--- src/rtl/gpio_irq_pkg.sv ---
package gpio_irq_pkg;

    localparam int REG_AW = 8;

    localparam logic [REG_AW-1:0] OFF_DATA = 8'h00;
    localparam logic [REG_AW-1:0] OFF_DIR  = 8'h10;
    localparam logic [REG_AW-1:0] OFF_MODE = 8'h90;
    localparam logic [REG_AW-1:0] OFF_SENS = 8'h94;
    localparam logic [REG_AW-1:0] OFF_ACK  = 8'h98;
    localparam logic [REG_AW-1:0] OFF_ENA  = 8'h9C;
    localparam logic [REG_AW-1:0] OFF_STAT = 8'hA0;
    localparam logic [REG_AW-1:0] OFF_DEB  = 8'hA8;

    // Per-pin configuration gathered from the register file.
    typedef struct packed {
        logic is_out;    // pin driven from data register
        logic edge_sel;  // 1: edge detection, 0: level detection
        logic sense_hi;  // 1: high / rising, 0: low / falling
        logic enable;    // interrupt source enabled
        logic debounce;  // input filter enabled
    } pin_cfg_t;

    typedef enum logic [3:0] {
        SEL_NONE,
        SEL_DATA,
        SEL_DIR,
        SEL_MODE,
        SEL_SENS,
        SEL_ACK,
        SEL_ENA,
        SEL_STAT,
        SEL_DEB
    } reg_sel_e;

    function automatic reg_sel_e decode_addr(input logic [REG_AW-1:0] a);
        reg_sel_e s;
        case (a)
            OFF_DATA: s = SEL_DATA;
            OFF_DIR:  s = SEL_DIR;
            OFF_MODE: s = SEL_MODE;
            OFF_SENS: s = SEL_SENS;
            OFF_ACK:  s = SEL_ACK;
            OFF_ENA:  s = SEL_ENA;
            OFF_STAT: s = SEL_STAT;
            OFF_DEB:  s = SEL_DEB;
            default:  s = SEL_NONE;
        endcase
        return s;
    endfunction

    function automatic logic level_match(input logic lvl, input logic sense_hi);
        return lvl == sense_hi;
    endfunction

    function automatic logic edge_match(input logic cur, input logic prev,
                                        input logic sense_hi);
        return sense_hi ? (cur & ~prev) : (~cur & prev);
    endfunction

endpackage

--- src/rtl/gpio_reg_bank.sv ---
module gpio_reg_bank
    import gpio_irq_pkg::*;
#(
    parameter int NPINS = 8
) (
    input  logic                    clk,
    input  logic                    rst,
    input  logic [REG_AW-1:0]       reg_addr,
    input  logic                    reg_wen,
    input  logic [NPINS-1:0]        reg_wdata,
    output logic [NPINS-1:0]        reg_rdata,
    input  logic [NPINS-1:0]        lvl_vec,
    input  logic [NPINS-1:0]        status_vec,
    output pin_cfg_t [NPINS-1:0]    cfg_o,
    output logic [NPINS-1:0]        data_o,
    output logic [NPINS-1:0]        ack_o
);

    logic [NPINS-1:0] data_q, dir_q, mode_q, sens_q, ena_q, deb_q;
    reg_sel_e         sel;

    assign sel = decode_addr(reg_addr);

    always_ff @(posedge clk) begin
        if (rst) begin
            data_q <= '0;
            dir_q  <= '0;
            mode_q <= '0;
            sens_q <= '0;
            ena_q  <= '0;
            deb_q  <= '0;
        end else if (reg_wen) begin
            case (sel)
                SEL_DATA: data_q <= reg_wdata;
                SEL_DIR:  dir_q  <= reg_wdata;
                SEL_MODE: mode_q <= reg_wdata;
                SEL_SENS: sens_q <= reg_wdata;
                SEL_ENA:  ena_q  <= reg_wdata;
                SEL_DEB:  deb_q  <= reg_wdata;
                default: ;
            endcase
        end
    end

    // Acknowledge is a one-cycle pulse per pin, never stored.
    assign ack_o = (reg_wen && sel == SEL_ACK) ? reg_wdata : '0;

    always_comb begin
        case (sel)
            SEL_DATA: reg_rdata = (data_q & dir_q) | (lvl_vec & ~dir_q);
            SEL_DIR:  reg_rdata = dir_q;
            SEL_MODE: reg_rdata = mode_q;
            SEL_SENS: reg_rdata = sens_q;
            SEL_ENA:  reg_rdata = ena_q;
            SEL_STAT: reg_rdata = status_vec;
            SEL_DEB:  reg_rdata = deb_q;
            default:  reg_rdata = '0;
        endcase
    end

    for (genvar i = 0; i < NPINS; i++) begin : g_cfg
        assign cfg_o[i] = '{is_out:   dir_q[i],
                            edge_sel: mode_q[i],
                            sense_hi: sens_q[i],
                            enable:   ena_q[i],
                            debounce: deb_q[i]};
    end

    assign data_o = data_q;

endmodule

--- src/rtl/gpio_in_cond.sv ---
module gpio_in_cond #(
    parameter int SYNC_STAGES = 2,
    parameter int DEB_COUNT   = 4
) (
    input  logic clk,
    input  logic rst,
    input  logic pad_i,
    input  logic deb_en_i,
    output logic lvl_o,
    output logic prev_o
);

    localparam int CNT_W = $clog2(DEB_COUNT + 1);
    localparam logic [CNT_W-1:0] CNT_LAST = CNT_W'(DEB_COUNT - 1);

    logic [SYNC_STAGES-1:0] sync_q;
    logic                   samp;
    logic [CNT_W-1:0]       cnt_q;
    logic                   lvl_q, prev_q;

    always_ff @(posedge clk) begin
        if (rst) sync_q <= '0;
        else     sync_q <= {sync_q[SYNC_STAGES-2:0], pad_i};
    end

    assign samp = sync_q[SYNC_STAGES-1];

    always_ff @(posedge clk) begin
        if (rst) begin
            lvl_q <= 1'b0;
            cnt_q <= '0;
        end else if (!deb_en_i) begin
            lvl_q <= samp;
            cnt_q <= '0;
        end else if (samp == lvl_q) begin
            cnt_q <= '0;
        end else if (cnt_q == CNT_LAST) begin
            lvl_q <= samp;
            cnt_q <= '0;
        end else begin
            cnt_q <= cnt_q + 1'b1;
        end
    end

    always_ff @(posedge clk) begin
        if (rst) prev_q <= 1'b0;
        else     prev_q <= lvl_q;
    end

    assign lvl_o  = lvl_q;
    assign prev_o = prev_q;

endmodule

--- src/rtl/gpio_irq_cell.sv ---
module gpio_irq_cell
    import gpio_irq_pkg::*;
(
    input  logic     clk,
    input  logic     rst,
    input  pin_cfg_t cfg_i,
    input  logic     lvl_i,
    input  logic     prev_i,
    input  logic     ack_i,
    output logic     hit_o,
    output logic     pend_o,
    output logic     status_o
);

    logic armed, edge_armed, pend_q;

    assign armed      = cfg_i.enable & ~cfg_i.is_out;
    assign edge_armed = armed & cfg_i.edge_sel;
    assign hit_o      = edge_armed & edge_match(lvl_i, prev_i, cfg_i.sense_hi);

    // A new edge takes priority over an acknowledge in the same cycle.
    always_ff @(posedge clk) begin
        if (rst)              pend_q <= 1'b0;
        else if (!edge_armed) pend_q <= 1'b0;
        else if (hit_o)       pend_q <= 1'b1;
        else if (ack_i)       pend_q <= 1'b0;
    end

    assign pend_o   = pend_q;
    assign status_o = armed & (cfg_i.edge_sel ? pend_q
                                              : level_match(lvl_i, cfg_i.sense_hi));

endmodule

--- src/rtl/gpio_irq_port.sv ---
module gpio_irq_port
    import gpio_irq_pkg::*;
#(
    parameter int NPINS       = 8,
    parameter int SYNC_STAGES = 2,
    parameter int DEB_COUNT   = 4
) (
    input  logic              clk,
    input  logic              rst,
    input  logic [REG_AW-1:0] reg_addr,
    input  logic              reg_wen,
    input  logic [NPINS-1:0]  reg_wdata,
    output logic [NPINS-1:0]  reg_rdata,
    input  logic [NPINS-1:0]  pad_in,
    output logic [NPINS-1:0]  pad_out,
    output logic [NPINS-1:0]  pad_oe,
    output logic              irq
);

    pin_cfg_t [NPINS-1:0] cfg;
    logic [NPINS-1:0]     lvl_vec, prev_vec, ack_vec, hit_vec, pend_vec;
    logic [NPINS-1:0]     status_vec, en_vec, data_vec;

    gpio_reg_bank #(.NPINS(NPINS)) u_regs (
        .clk        (clk),
        .rst        (rst),
        .reg_addr   (reg_addr),
        .reg_wen    (reg_wen),
        .reg_wdata  (reg_wdata),
        .reg_rdata  (reg_rdata),
        .lvl_vec    (lvl_vec),
        .status_vec (status_vec),
        .cfg_o      (cfg),
        .data_o     (data_vec),
        .ack_o      (ack_vec)
    );

    for (genvar i = 0; i < NPINS; i++) begin : g_pin
        gpio_in_cond #(
            .SYNC_STAGES (SYNC_STAGES),
            .DEB_COUNT   (DEB_COUNT)
        ) u_cond (
            .clk      (clk),
            .rst      (rst),
            .pad_i    (pad_in[i]),
            .deb_en_i (cfg[i].debounce),
            .lvl_o    (lvl_vec[i]),
            .prev_o   (prev_vec[i])
        );

        gpio_irq_cell u_cell (
            .clk      (clk),
            .rst      (rst),
            .cfg_i    (cfg[i]),
            .lvl_i    (lvl_vec[i]),
            .prev_i   (prev_vec[i]),
            .ack_i    (ack_vec[i]),
            .hit_o    (hit_vec[i]),
            .pend_o   (pend_vec[i]),
            .status_o (status_vec[i])
        );

        assign pad_oe[i] = cfg[i].is_out;
        assign en_vec[i] = cfg[i].enable;
    end

    assign pad_out = data_vec;
    assign irq     = |status_vec;

endmodule

--- config.mk ---
export PLATFORM = sky130hd
export DESIGN_NAME = gpio_irq_port
export DESIGN_NICKNAME = d
export VERILOG_FILES = /design/src/rtl/gpio_irq_pkg.sv /design/src/rtl/gpio_reg_bank.sv /design/src/rtl/gpio_in_cond.sv /design/src/rtl/gpio_irq_cell.sv /design/src/rtl/gpio_irq_port.sv
export SDC_FILE = /design/constraint.sdc
export NUM_CORES = 1
export LEC_CHECK = 0
export ABC_AREA = 1
export CORE_UTILIZATION = 53
export CTS_BUF_LIST = sky130_fd_sc_hd__clkbuf_4 sky130_fd_sc_hd__clkbuf_8
export DETAILED_ROUTE_END_ITERATION = 16
export PLACE_DENSITY = 0.75
export SLEW_MARGIN = 15
export SYNTH_ARGS = -nofsm -noshare
export SYNTH_HDL_FRONTEND = slang
export SYNTH_SLANG_ARGS = --single-unit
--- constraint.sdc ---
create_clock -name clk -period 1.8 [get_ports clk]
set_clock_uncertainty 0.1 [all_clocks]
set_input_delay 0.36 -clock clk [delete_from_list [all_inputs] [get_ports clk]]
set_output_delay 0.36 -clock clk [all_outputs]
set_load 0.01 [all_outputs]
After elaboration in Yosys (flattened, before gate mapping) --
Index checks and enable logic that the tools add are counted.
Storage, ports and cells: bits in registers 112, bits of input ports 27, output and inout bits 25
Cells by class: bitwise logic cells 92, mux-type cells 59, equality and inequality tests 55, add/sub/neg operators 8, reduce and logical (&&, ||, !) cells 41
Operators by type and width (number):
- $mux 1 | 56
- $pmux 8 s7 | 1
- $and 1x1->1 | 48
- $eq 8x8->1 const B | 6
- $not 1->1 | 40
- $pmux 4 s8 | 1
- $reduce_or 4->1 | 8
- $reduce_and 2->1 | 14
- $add 3x1->3 const B | 8
- $eq 3x2->1 const B | 8
- $and 8x8->8 | 2
- $eq 1x1->1 | 16
- $eq 4x3->1 const B | 4
- $ne 2x1->1 const B | 8
- $ne 2x2->1 const B | 8
- $reduce_bool 2->1 | 8
- $reduce_or 2->1 | 8
- $eq 4x2->1 const B | 2
- $eq 8x5->1 const B | 1
- $logic_not 8->1 | 1
- $mux 8 | 1
- $not 8->8 | 1
- $or 8x8->8 | 1
- $reduce_or 8->1 | 1
- other kinds (3) | 3

Depth between registers and ports, before layout --
depth after elaboration 7, mapped depth 11, gate-level depth less buffers 11

Modules after synthesis --
A second synthesis with hierarchy kept.
Unflattened totals: cell total of the unflattened synthesis 858, area, all modules 5677.9 sq um
Modules (own cells, without submodules):
- gpio_reg_bank | instances 1, sequential area each 960.9 sq um, cells an instance 387, area an instance 2618.8 sq um
- gpio_in_cond | instances 8, sequential area each 140.1 sq um, cells an instance 35, area an instance 267.8 sq um
- gpio_irq_cell | instances 8, sequential area each 20.0 sq um, cells an instance 22, area an instance 107.6 sq um
- gpio_irq_port | instances 1, sequential area each 0.0 sq um, cells an instance 15, area an instance 56.3 sq um

Worst setup path before layout --
Ideal clock, no wire load.
path kind input to output, start in reg_addr[1], end out reg_rdata[0], stages on the path 8, arrival time 1.451 ns, setup slack -0.111 ns, cell sequence nor2_2 nand3_1 nor2_1 nor2_4 nor2_8 buf_4 nand3_1 nand4_1
Between the ends: cells in the longest elaborated chain, start to end 4, elaborated cells on any way between the ends 17, those cells by class eq/ne (14); mux (2); reduce/logical (1)
RTL lines:
- start, declared | RTL line gpio_irq_port.sv:10 | input logic [REG_AW-1:0] reg_addr,
- $eq 8x8->1, or another cell as far along | RTL line gpio_irq_pkg.sv:37 | case (a)
- $pmux 4 s8 * | RTL line gpio_irq_pkg.sv:37
- $eq 4x4->1, or another cell as far along | RTL line gpio_reg_bank.sv:49 | case (sel)
- $pmux 8 s7 * | RTL line gpio_reg_bank.sv:49
- end, declared | RTL line gpio_irq_port.sv:13 | output logic [NPINS-1:0] reg_rdata,
Mark *: on every way between the ends. The rest lies on a longest branch, timed or not.

Final worst setup path --
start in reg_addr[3], end out reg_rdata[2]
Same word-level chain as after synthesis.

==> parameters.txt <==
Parameter                              Value

Run status
  Run status    complete, but fails checks
  Failing checks    setup timing

Worst setup path
  CP endpoint kind    primary output
  Register-to-Register Setup Slack    440 ps
  Crit start category    input port
  CP max FO    7
  Depth of the worst register-to-register path    5
  Data arrival, critical path    1760 ps
  Terminus of the critical flop-to-flop path    g_pin[7].u_cond.cnt_q[1]
  Required time at the worst-slack endpoint    1340 ps
  Worst setup path endpoint    reg_rdata[2]
  Origin of the critical flop-to-flop path    g_pin[7].u_cond.cnt_q[0]
  Start-to-end type of the worst setup path    in2out
  Launch point of the critical path    reg_addr[3]

Yosys
  Post-synthesis compound-gate area fraction    14.1%
  Number of distinct library cells after synthesis    27
  Ys async rst share    0%
  Sequential cell area fraction in the yosys report    42.9%
  Share of synthesized cell area in and, or, nand and nor gates    25.5%
  #FFs+latches synth    112
  Commonest cells in the netlist    126 x sky130_fd_sc_hd__nor2_1, 119 x sky130_fd_sc_hd__inv_1, 112 x sky130_fd_sc_hd__dfxtp_1
  Portion of netlist area occupied by mux cells    0%
  Largest area contributor in the synthesized netlist    sky130_fd_sc_hd__dfxtp_1
  Post-synth EDFFs    0
  Most frequent cell after synthesis    sky130_fd_sc_hd__nor2_1
  Mapped Nets    764
  Mean instance size in the synthesized netlist    7.24 um2
  Dominant combinational cell family by area after synthesis    simple AND/OR/NAND/NOR gates
  Area share of xor/xnor cells in the synthesized design    1.34%
  Adder-cell share of the synthesized area    3.83%
  Flip-flop cell with the highest count after synthesis    sky130_fd_sc_hd__dfxtp_1
  Number of synthesis warnings    0
  Cell area after synthesis    0.00522 mm2
  Proportion of netlist area held by the largest area contributor    42.9%
  Top area cells in the synthesized netlist    sky130_fd_sc_hd__dfxtp_1 43%, sky130_fd_sc_hd__nor2_1 9.1%, sky130_fd_sc_hd__inv_1 8.6%, sky130_fd_sc_hd__o21ai_0 6.7%, sky130_fd_sc_hd__a21oi_1 6.2%
  Synthesized netlist cell count    721

STA
  Hold Vio Cnt, Final    0
  Setup TNS Final    -3410 ps
  Tightest slew margin relative to the limit    78.1%
  Final setup slack of the worst path    -416 ps
  Upper clock frequency limit    0.451 GHz
  Clock period minus final worst setup slack    2220 ps
  Setup repair after global routing missed its margin    true
  Final count of pins violating max slew    0
  Slew at the pin closest to its max-slew limit    328 ps
  Setup-failing EPs final    14
  Final Cycle Share    123%

Floorplanning
  Total die area    0.0103 mm2
  Std cell rows    35
  Die Height    101 um
  Starting Density    55.7%
  Number of ports placed on the die boundary    52
  Core footprint    0.00937 mm2
  DIE WIDTH    101 um

Global route
  Number of antenna violations at the first check in global routing    0
  Total grt overflow    0
  Maximum number of pins on one net before global-route repair    45
  Number of global-route vias before repair    5021
  Global router's overall resource usage    30.2%
  Wire length of the first global-routing pass    23700 um

Routing
  Post-Route WL    15800 um
  Routed WL per cell    15.9 um
  Number of remaining DRC errors    0
  Antenna Violating Nets Remaining    0
  Number of DRC violations after detailed-routing iteration 0    506
  Via density per instance    5.42
  First-pass iteration count of the detailed router    5
  Total via count in the routed design    5403

Clock tree
  Number of clock buffers inserted by TritonCTS    9
  Clock latency on the worst-skew pair    380 ps
  Clk sink count    112
  H-tree levels    3
  Clock Path Buffers    2
  CTS tree    built
  Clock input transition at the sequential cells of the worst setup and hold paths    110 ps
  Cell at the root of the clock tree    sky130_fd_sc_hd__clkbuf_8

Finish
  Final layout net count    905
  Fin area    0.00737 mm2
  Core occupancy in the finished layout    78.6%
  Final standard cell count with taps included and fillers excluded    996
  Layout cells sized above 1    30.2%
  Number of fillers in the final layout    656
  Antenna cells    0
  Growth of design area from synthesis to finish    41.1%

Placed design
  Final HPWL from detailed placement    9890 um
  Routability congestion estimate from global placement    0.898
  Number of buffers inserted by port buffering    51
  Number of cells after detailed placement    960
  Placement Setup Slack    -1220 ps
  Area after DPL    0.00657 mm2

Power and ir drop
  Power Dens Cells    597 mW/mm2
  Peak supply drop    0.480 mV
  P_leak    0.00330 uW

Hold path
  Tightest Hold Check Type    reg2reg
  Number of cells on the worst hold path    2

Job
  Number of max-cap violations    0
[how the worst min path moves through the flow]
stage | start | slack (ps) | endpoint
after floorplan | g_pin[0].u_cond.sync_q[0] | 290 | g_pin[0].u_cond.sync_q[1]
after global placement | g_pin[5].u_cond.sync_q[0] | 290 | g_pin[5].u_cond.sync_q[1]
after detailed placement | g_pin[0].u_cond.sync_q[0] | 300 | g_pin[0].u_cond.sync_q[1]
after CTS | g_pin[0].u_cond.sync_q[0] | 320 | g_pin[0].u_cond.sync_q[1]
after global routing | g_pin[0].u_cond.sync_q[0] | 330 | g_pin[0].u_cond.sync_q[1]
final | g_pin[0].u_cond.sync_q[0] | 310 | g_pin[0].u_cond.sync_q[1]
[sequential cells by signal (all words and copies together), names as in the netlist]
name                 count
g_pin.u_cell.pend_o      8
g_pin.u_cond.prev_o      8
u_regs.sens_q            8
g_pin.u_cond.sync_q     16
u_regs.ena_q             8
u_regs.mode_q            8
g_pin.u_cond.cnt_q      24
u_regs.data_o            8
u_regs.deb_q             8
g_pin.u_cond.lvl_o       8
u_regs.dir_q             8
[power by group]
part	internal [uW]	switching (uW)	total, uW	leakage [uW]
Clock	567	919	1490	0.0000952
Sequential	2500	16.6	2520	0.000916
Combinational	174	215	389	0.00229
Total	3240	1150	4400	0.00330
[routing by layer]
layer	GRT usage, %	share of wire [%]	vias to the layer above
met2	51.3	48	255
met1	37.9	41	2486
met3	4.14	6.3	69
met4	14.0	4.7	0
met5	0	0	-
li1	-	-	2593
[cell usage in the layout, fill, tap and decap left out, types with 3 or more instances in the layout]
cell	n
sky130_fd_sc_hd__a21oi_2	6
sky130_fd_sc_hd__xor2_1	8
sky130_fd_sc_hd__nor2_1	100
sky130_fd_sc_hd__dfxtp_1	94
sky130_fd_sc_hd__dlymetal6s2s_1	3
sky130_fd_sc_hd__a21oi_4	3
sky130_fd_sc_hd__inv_6	3
sky130_fd_sc_hd__nor2_2	14
sky130_fd_sc_hd__dfxtp_2	17
sky130_fd_sc_hd__a21oi_1	56
sky130_fd_sc_hd__buf_2	9
sky130_fd_sc_hd__nor2_4	17
sky130_fd_sc_hd__nand2_2	9
sky130_fd_sc_hd__buf_6	15
sky130_fd_sc_hd__nand3_4	6
sky130_fd_sc_hd__clkbuf_8	9
sky130_fd_sc_hd__nand3_2	11
sky130_fd_sc_hd__inv_2	7
sky130_fd_sc_hd__nand2_4	7
sky130_fd_sc_hd__nand2_1	67
sky130_fd_sc_hd__o21ai_1	10
sky130_fd_sc_hd__inv_4	5
sky130_fd_sc_hd__o21ai_0	58
sky130_fd_sc_hd__nand2_8	3
sky130_fd_sc_hd__inv_1	108
sky130_fd_sc_hd__buf_12	9
sky130_fd_sc_hd__dlygate4sd2_1	8
sky130_fd_sc_hd__nand3_1	23
sky130_fd_sc_hd__o22ai_1	5
sky130_fd_sc_hd__ha_1	16
sky130_fd_sc_hd__nand4_1	25
sky130_fd_sc_hd__o21ai_2	4
sky130_fd_sc_hd__o22ai_2	3
sky130_fd_sc_hd__clkdlybuf4s50_1	23
sky130_fd_sc_hd__buf_4	88
[final cells by class]
| class | count | area [um2] | area share [%] |
|---|---|---|---|
| inverters | 124 | 500 | 6.79 |
| well taps | 129 | 161 | 2.19 |
| flip-flops and latches | 112 | 2270 | 30.8 |
| clock buffers | 11 | 139 | 1.89 |
| repair buffers | 159 | 1480 | 20.1 |
| clock inverters | 5 | 47.5 | 0.645 |
| multi-input cells | 456 | 2770 | 37.7 |
[cells by family after synthesis]
| kind of cell | count (synthesis) |
|---|---|
| AOI/OAI and AO/OA | 145 |
| xor gates and xnor gates | 8 |
| adders and majority gates | 16 |
| buffers and inverters | 153 |
| DFF | 112 |
| and+or+nand+nor | 287 |
[through the flow]
stage	hold WS [ps]	total power [uW]
2_1_floorplan	288	2730
3_3_place_gp	291	2890
3_5_place_dp	298	2900
4_1_cts	315	4360
5_1_grt	329	4560
6_report	311	4400
[critical path, cell delays in order]
cell and delay, ps:
sky130_fd_sc_hd__buf_6 110, sky130_fd_sc_hd__inv_4 70, sky130_fd_sc_hd__nor2_2 50, sky130_fd_sc_hd__nand2_2 90, sky130_fd_sc_hd__nor2_4 50, sky130_fd_sc_hd__buf_6 120, sky130_fd_sc_hd__nor3_4 240, sky130_fd_sc_hd__buf_6 170
sky130_fd_sc_hd__buf_12 130, sky130_fd_sc_hd__nand3_2 70, sky130_fd_sc_hd__nand4_1 130, sky130_fd_sc_hd__buf_2 150
[what timing repair did]
action,CTS,global route
gates cloned,2,0
endpoints found under the hold margin,0,0
buffers inserted,13,7
setup endpoints to repair,39,30
hold buffers,0,0
resized for setup,125,122
pin swaps,30,42
(Power assumes the default switching activity.)
